### src/rtl/pwg_pkg.sv
package pwg_pkg;

    typedef enum logic {
        LVL_LOW  = 1'b0,
        LVL_HIGH = 1'b1
    } level_e;

endpackage

### src/rtl/pwg_count.sv
module pwg_count #(
    parameter int W = 8
) (
    input  logic         clk,
    input  logic         rst,
    input  logic [W-1:0] load_val,
    output logic [W-1:0] cnt_o,
    output logic         wrap_o
);

    localparam logic [W-1:0] TOP = '1;
    localparam logic [W-1:0] ONE = W'(1);

    typedef struct packed {
        logic [W-1:0] cnt;
    } cnt_state_t;

    cnt_state_t state_d, state_q;

    assign wrap_o = (state_q.cnt == TOP);
    assign cnt_o  = state_q.cnt;

    always_comb begin
        state_d = state_q;
        if (rst || wrap_o) begin
            state_d.cnt = load_val;
        end else begin
            state_d.cnt = state_q.cnt + ONE;
        end
    end

    always_ff @(posedge clk) begin
        state_q <= state_d;
    end

    // terminal count reloads the presented preset
    a_r3_reload: assert property (@(posedge clk) disable iff (rst)
        wrap_o |=> (cnt_o == $past(load_val)));

    // below terminal count the timer advances by exactly one
    a_r3_increment: assert property (@(posedge clk) disable iff (rst)
        !wrap_o |=> (cnt_o == $past(cnt_o) + ONE));

endmodule

### src/rtl/pwg_level.sv
module pwg_level #(
    parameter int W = 8
) (
    input  logic         clk,
    input  logic         rst,
    input  logic         adv_i,
    input  logic [W-1:0] hi_i,
    input  logic [W-1:0] lo_i,
    output logic         level_o,
    output logic [W-1:0] next_o
);

    import pwg_pkg::*;

    typedef struct packed {
        level_e lvl;
    } lvl_state_t;

    lvl_state_t state_d, state_q;

    always_comb begin
        state_d = state_q;
        if (rst) begin
            state_d.lvl = LVL_LOW;
        end else if (adv_i) begin
            state_d.lvl = (state_q.lvl == LVL_HIGH) ? LVL_LOW : LVL_HIGH;
        end
    end

    always_comb begin
        if (rst) begin
            next_o = lo_i;
        end else if (state_q.lvl == LVL_HIGH) begin
            next_o = lo_i;
        end else begin
            next_o = hi_i;
        end
    end

    always_ff @(posedge clk) begin
        state_q <= state_d;
    end

    assign level_o = state_q.lvl;

    // the level flips on each phase end
    a_r5_toggle: assert property (@(posedge clk) disable iff (rst)
        adv_i |=> (level_o != $past(level_o)));

    // the level holds between phase ends
    a_r5_hold: assert property (@(posedge clk) disable iff (rst)
        !adv_i |=> $stable(level_o));

endmodule

### src/rtl/pwg_dual_preset.sv
module pwg_dual_preset #(
    parameter int W = 8
) (
    input  logic         clk,
    input  logic         rst,
    input  logic [W-1:0] hi_preset,
    input  logic [W-1:0] lo_preset,
    output logic         wave_o,
    output logic         phase_end_o
);

    logic [W-1:0] cnt_w;
    logic         wrap_w;
    logic [W-1:0] next_w;
    logic         level_w;

    pwg_count #(.W(W)) u_count (
        .clk      (clk),
        .rst      (rst),
        .load_val (next_w),
        .cnt_o    (cnt_w),
        .wrap_o   (wrap_w)
    );

    pwg_level #(.W(W)) u_level (
        .clk     (clk),
        .rst     (rst),
        .adv_i   (wrap_w),
        .hi_i    (hi_preset),
        .lo_i    (lo_preset),
        .level_o (level_w),
        .next_o  (next_w)
    );

    assign wave_o      = level_w;
    assign phase_end_o = wrap_w;

    // a newly started high phase holds the high preset
    a_r1_high_load: assert property (@(posedge clk) disable iff (rst)
        (phase_end_o && !wave_o) |=> (wave_o && cnt_w == $past(hi_preset)));

    // a newly started low phase holds the low preset
    a_r2_low_load: assert property (@(posedge clk) disable iff (rst)
        (phase_end_o && wave_o) |=> (!wave_o && cnt_w == $past(lo_preset)));

endmodule

### config.mk
export PLATFORM = sky130hd
export DESIGN_NAME = pwg_dual_preset
export DESIGN_NICKNAME = d
export VERILOG_FILES = /design/src/rtl/pwg_pkg.sv /design/src/rtl/pwg_count.sv /design/src/rtl/pwg_level.sv /design/src/rtl/pwg_dual_preset.sv
export SDC_FILE = /design/constraint.sdc
export NUM_CORES = 1
export LEC_CHECK = 0
export CAP_MARGIN = 20
export CELL_PAD_IN_SITES_DETAIL_PLACEMENT = 1
export CELL_PAD_IN_SITES_GLOBAL_PLACEMENT = 2
export CORE_MARGIN = 5
export CORE_UTILIZATION = 30
export CTS_CLUSTER_SIZE = 25
export DETAILED_ROUTE_END_ITERATION = 6
export DONT_BUFFER_PORTS = 1
export PLACE_DENSITY_LB_ADDON = 0.1
export SLEW_MARGIN = 20
export SYNTH_ARGS = -nofsm -noshare
export SYNTH_HDL_FRONTEND = slang
export SYNTH_SLANG_ARGS = --single-unit
### constraint.sdc
create_clock -name clk -period 1.95 [get_ports clk]
set_clock_uncertainty 0.2 [all_clocks]
set_input_delay 0.2925 -clock clk [delete_from_list [all_inputs] [get_ports clk]]
set_output_delay 0.2925 -clock clk [all_outputs]
set_load 0.01 [all_outputs]
==> impl_metrics.py, run 1 <==
metrics = {
    "status": {
        "outcome": "completed",
    },
    "die": {
        "num_rows": 14,
        "top_level_ports": 20,
        "die_h_um": 51.1,
        "start_util_pct": 32.4,
        "core_um2": 1560,
        "die-width_um": 51.1,
        "fp.dieArea_um2": 2610,
    },
    "finish": {
        "fin_area_um2": 587,
        "fillers": 180,
        "multi_input_area_um2": 324,
        "register_area_um2": 180,
        "nets": 75,
        "antenna_cells": 0,
        "fin_cells": 71,
        "syn_to_final_growth_pct": 16.1,
        "drive_gt1_share_pct": 23.6,
        "final_util_pct": 37.6,
    },
    "route": {
        "drc": 0,
        "vias": 364,
        "drtAntennaViolNets": 0,
        "drt_iter0_drc": 6,
        "drt-wirelength-per-cell_um": 16.0,
        "drt-vias-per-instance": 5.13,
        "finalWirelength_mm": 1.14,
        "dr.pass1.iters": 4,
    },
    "power_and_ir_drop": {
        "ir_worst_vdd_v": 0.000473,
        "netSwitchingFraction_pct": 31.3,
        "p_switching_uw": 175,
        "power_frac_comb_pct": 25.7,
        "p_int_uw": 384,
        "p_clk_share_pct": 26.3,
        "seqPwrFrac_pct": 48.0,
        "power.density_nw_per_um2": 952,
        "leakagePower_nw": 0.259,
    },
    "timing": {
        "max-slew-margin-rel_pct": 84.7,
        "period_share_pct": 95.3,
        "fmax_ghz": 0.538,
        "holdWs_ns": 0.0136,
        "fin_setup_tns_ns": 0,
        "setup_violations": 0,
        "period_needed_ns": 1.86,
        "rsz0062_at_grt": "no",
        "hold_violations": 0,
        "worstMarginPinSlew_ns": 0.228,
        "timing.final.max_slew_violations": 0,
    },
    "setup_path": {
        "crit_fanout": 3,
        "path_cells": "ha_2, nand2_1, nor3_4, buf_4",
        "worst_ep_required_time_ns": 1.46,
        "critical_path.max_stage_delay_ns": 0.36,
        "startpoint_type": "register",
        "worstSetupPathType": "register to output pin",
        "cpMaxStageDelayCell": "dfxtp_1",
        "cp_data_arrival_time_ns": 1.37,
        "end_kind": "output pin",
    },
    "global_routing": {
        "grt_start_max_net_pins": 8,
        "track_usage_pct": 9.76,
        "grtUsageMet2_pct": 13.3,
        "grt-ovfl-total": 0,
        "grt_pass1_wl_mm": 1.75,
        "top_usage_layer": "met2",
        "grt_pass1_vias": 394,
        "grt_use_met1_pct": 11.6,
        "antenna_found_initial": 0,
        "use_met3_pct": 5.23,
    },
    "logic_synthesis": {
        "ys_seq_area_share_pct": 35.6,
        "async_flop_share_pct": 0,
        "ys_warn_count": 0,
        "synth_top_area_share_pct": 35.6,
        "synth_cell_type_count": 16,
        "synth_edf_count": 0,
        "netlist_top_cells_area": "dfxtp_1 (36%), mux2i_1 (28%), xnor2_1 (8.7%), xor2_1 (3.5%), nor3_4 (3.2%)",
        "syn_avg_cell_area_um2": 10.8,
        "yosysMostFrequentCell": "mux2i_1",
        "synth_commonest_cells": "mux2i_1 (14), dfxtp_1 (9), xnor2_1 (5)",
        "ys_ff_latch": 9,
        "yosys.area.top_type": "dfxtp_1",
        "syn_nets": 66,
        "syn_area_um2": 505,
        "syn_inst": 47,
        "synth_ff_type": "dfxtp_1",
    },
    "placement": {
        "placed_cells": 66,
        "gp_congestion": 0.698,
        "port-buffer-count": 0,
        "place_area_um2": 548,
        "dp_hpwl_um": 912,
    },
    "hold_path": {
        "hp-class": "input pin to register",
    },
    "clock_network": {
        "cts_tree": "built",
        "htreeDepth": 1,
        "cts_root_buffer": "clkbuf_4",
        "cts_setup_buffers": 0,
        "cts.sinks": 9,
        "cts_max_path_buffers": 2,
        "clk_latency_ns": 0.26,
        "cts_buffers": 3,
        "path_clk_slew_ns": 0.06,
    },
    "job": {
        "maxCapViolations": 0,
    },
}
-- cell type report --
| cell class | count | share of cell area, % |
|---|---|---|
| clock buffer | 4 | 4.48 |
| inverter | 1 | 0.640 |
| multi-input combinational | 37 | 55.2 |
| sequential | 9 | 30.7 |
| tap | 16 | 3.41 |
| timing repair buffer | 4 | 5.54 |
-- registers in the layout (all words and copies together), names as in the netlist --
name / flops
u_count.cnt_o: 8
u_level.level_o: 1
-- cell usage in the layout (no fill, tap or decap), drive strengths merged --
cell type	netlist	layout
dlygate4sd3	0	1
nand3	3	3
ha	1	1
clkbuf	0	4
mux2i	14	14
nor2	5	5
xor2	2	2
dfxtp	9	9
nor3	2	2
inv	1	1
buf	0	3
xnor2	5	5
mux2	2	2
nand2	3	3
-- final timing paths --
path | start | to | slack (ns) | cells after the start
worst min-delay path | lo_preset[2] | u_count.cnt_o[2]$_DFF_P_ | 0.01 | 2
worst min register to register | u_count.cnt_o[0]$_DFF_P_ | u_count.cnt_o[0]$_DFF_P_ | 0.28 | 1
worst max register to register | u_count.cnt_o[0]$_DFF_P_ | u_count.cnt_o[3]$_DFF_P_ | 0.33 | 6
worst max-delay path | u_count.cnt_o[0]$_DFF_P_ | phase_end_o | 0.09 | 4
-- per-stage QoR --
| step | power, mW | setup slack (ns) |
|---|---|---|
| after floorplan | 0.380 | 0.272 |
| after CTS | 0.571 | 0.0311 |
| after global placement | 0.405 | 0.371 |
| after detailed placement | 0.415 | 0.297 |
| final | 0.559 | 0.0917 |
| after global routing | 0.604 | 0.0164 |
-- power groups by stage --
stage          Sequential [mW]  Combinational [mW]  Clock (mW)
2_1_floorplan            0.262               0.118           0
3_5_place_dp             0.272               0.143           0
6_report                 0.268               0.143       0.147
3_3_place_gp             0.269               0.136           0
4_1_cts                  0.269               0.146       0.156
5_1_grt                  0.273               0.162       0.168
-- critical path: cells and delay by family (launching register included) --
| kind | cells | cell delay [ns] |
|---|---|---|
| fa+ha+maj | 1 | 0.22 |
| flops | 1 | 0.36 |
| buf+inv | 1 | 0.17 |
| simple gates | 2 | 0.36 |
-- cells by family after synthesis --
logic type / count (synthesis) / share of synthesized area, %
mux: 16 / 32.9
simple gates: 13 / 16.1
flops: 9 / 35.6
xor+xnor: 7 / 12.1
buf+inv: 1 / 0.742
fa+ha+maj: 1 / 2.47
-- what timing repair did --
action | in CTS | in global routing
endpoints found under the hold margin | 1 | 0
endpoints found under the setup margin | 0 | 1
resized for setup | 0 | 1
hold buffers | 1 | 0
-- metal layers --
| metal | up-vias | wire [um] |
|---|---|---|
| met5 | - | 0 |
| met4 | 0 | 27 |
| met3 | 4 | 80 |
| met2 | 15 | 534 |
| met1 | 166 | 495 |
| li1 | 179 | - |
Note: power is estimated with default switching activity, not from simulation.
==> inputs of run 2 (changes only) <==
- HOLD_SLACK_MARGIN: unset -> 0.06
==> run 2 against run 1 <==
  * First-iteration DRC count unchanged
  * Final area up 26%
  * Routed wire length up 12%
  * Flip-flop and latch count unchanged
  * Sequential share of layout area down 6.3 points
  * Power up 6.1%
  * Global-route usage up 1.3 points
  * Register-to-register slack worse by 0.20 ns
  * Maximum frequency down 0.25%
  * Non-clock buffer count up 15
  * Combinational power up 23%
  * Largest power group unchanged
==> impl_metrics.py, run 2 (synthesis results as in run 1) <==
metrics = {
    "power_and_ir_drop": {
        "ir_worst_vdd_v": 0.000482,
        "finalPower_uw": 593,
        "leakagePower_nw": 0.323,
        "power.density_nw_per_um2": 803,
    },
    "timing": {
        "period_share_pct": 95.5,
        "worstMarginPinSlew_ns": 0.229,
        "max-slew-margin-rel_pct": 84.6,
        "period_needed_ns": 1.86,
        "fmax_ghz": 0.537,
        "setup_violations": 0,
        "timing.final.max_slew_violations": 0,
        "rsz0062_at_grt": "no",
        "hold_violations": 0,
        "fin_setup_tns_ns": 0,
    },
    "finish": {
        "fin_area_um2": 738,
        "nets": 90,
        "layout_common_cells": "dlygate4sd3_1 (15), mux2i_1 (14), dfxtp_1 (9)",
        "final_common_cell": "dlygate4sd3_1",
        "fillers": 178,
        "largest_reg_flops": 8,
        "antenna_cells": 0,
        "drive_gt1_share_pct": 20.0,
        "syn_to_final_growth_pct": 46.0,
    },
    "die": {
        "core_um2": 1560,
        "fp.dieArea_um2": 2610,
        "start_util_pct": 32.4,
        "die-width_um": 51.1,
        "num_rows": 14,
        "die_h_um": 51.1,
        "top_level_ports": 20,
    },
    "clock_network": {
        "cts_max_path_buffers": 2,
        "path_clk_slew_ns": 0.06,
        "clk_latency_ns": 0.27,
        "cts_buffers": 3,
        "cts_tree": "built",
        "cts.sinks": 9,
        "cts_root_buffer": "clkbuf_4",
        "htreeDepth": 1,
    },
    "route": {
        "drt-wirelength-per-cell_um": 14.8,
        "drt-vias-per-instance": 4.84,
        "vias": 416,
        "finalWirelength_mm": 1.27,
        "drc": 0,
        "drtAntennaViolNets": 0,
        "dr.pass1.iters": 4,
        "drt_iter0_drc": 6,
    },
    "setup_path": {
        "end_kind": "output pin",
        "startpoint_type": "register",
        "rr_worst_depth": 5,
        "r2r_slack_ns": 0.13,
        "worstSetupPathType": "register to output pin",
        "startpoint": "u_count.cnt_o[0]$_DFF_P_",
        "cp-endpoint": "phase_end_o",
        "r2r-end": "u_count.cnt_o[2]$_DFF_P_",
        "r2r_start": "u_level.level_o$_SDFFE_PP0N_",
        "crit_fanout": 3,
        "cp_data_arrival_time_ns": 1.37,
        "worst_ep_required_time_ns": 1.46,
    },
    "status": {
        "outcome": "completed",
    },
    "placement": {
        "gp_congestion": 0.698,
        "place_area_um2": 548,
        "dp_hpwl_um": 912,
        "port-buffer-count": 0,
    },
    "global_routing": {
        "track_usage_pct": 11.0,
        "grt_start_max_net_pins": 8,
        "antenna_found_initial": 0,
        "grt_pass1_vias": 449,
        "grt_pass1_wl_mm": 2.00,
        "grt-ovfl-total": 0,
    },
    "job": {
        "maxCapViolations": 0,
    },
    "hold_path": {
        "hp-class": "input pin to register",
    },
}
[run 2: cell count changes in the layout (fill, tap and decap cells not counted), sizes merged]
cell and delta:
dlygate4sd3 +14, buf +1
[run 2: timing repair]
action	in CTS	in global routing
hold buffers	15	0
setup buffers	0	1
resized for setup	0	2
hold endpoints to repair	8	0
endpoints found under the setup margin	0	7
[run 2: worst min-delay path by stage]
stage / from / to / cells past startpoint
detailed placement: rst / u_level.level_o$_SDFFE_PP0N_ / 1
CTS: lo_preset[1] / u_count.cnt_o[1]$_DFF_P_ / 2
floorplan: rst / u_level.level_o$_SDFFE_PP0N_ / 1
global route: lo_preset[1] / u_count.cnt_o[1]$_DFF_P_ / 2
global placement: rst / u_level.level_o$_SDFFE_PP0N_ / 1
finish: lo_preset[1] / u_count.cnt_o[1]$_DFF_P_ / 2
[run 2: final cells by class]
type / count / area (um^2) / share of cell area (%)
well taps: 16 / 20.0 / 2.71
repair buffers: 19 / 184 / 24.9
inverters: 1 / 3.75 / 0.508
clock buffers: 4 / 26.3 / 3.56
multi-input cells: 37 / 324 / 43.9
flip-flops and latches: 9 / 180 / 24.4
[run 2: per-layer routing]
metal | share of wire (%) | track usage [%] | wire, um | vias up
li1 | - | - | - | 209
met1 | 43 | 12.3 | 547 | 188
met2 | 49 | 17.0 | 618 | 15
met3 | 6.0 | 5.23 | 76 | 4
met4 | 2.1 | 6.73 | 27 | 0
met5 | 0 | 0 | 0 | -
[run 2: where the power goes]
| group | internal (mW) | total, mW | leakage (nW) | switching [mW] |
|---|---|---|---|---|
| Clock | 0.0790 | 0.147 | 0.0150 | 0.0681 |
| Sequential | 0.226 | 0.270 | 0.0756 | 0.0433 |
| Combinational | 0.104 | 0.176 | 0.232 | 0.0719 |
[run 2: through the flow]
stage | std cells | hold slack (ns) | worst slack (ns) | utilization (%)
2_1_floorplan | 47 | 0.165 | 0.272 | -
3_3_place_gp | 66 | 0.168 | 0.371 | 35.2
3_5_place_dp | 66 | 0.168 | 0.297 | 35.2
4_1_cts | 85 | 0.0929 | 0.0311 | 46.5
5_1_grt | 86 | 0.0958 | 0.00962 | 47.4
6_report | 86 | 0.101 | 0.0870 | 47.4
[run 2: worst max-delay path, stage by stage, from the launching register on]
cell	delay [ns]
dfxtp_1	0.36
ha_2	0.22
nand2_1	0.11
nor3_4	0.25
buf_4	0.17
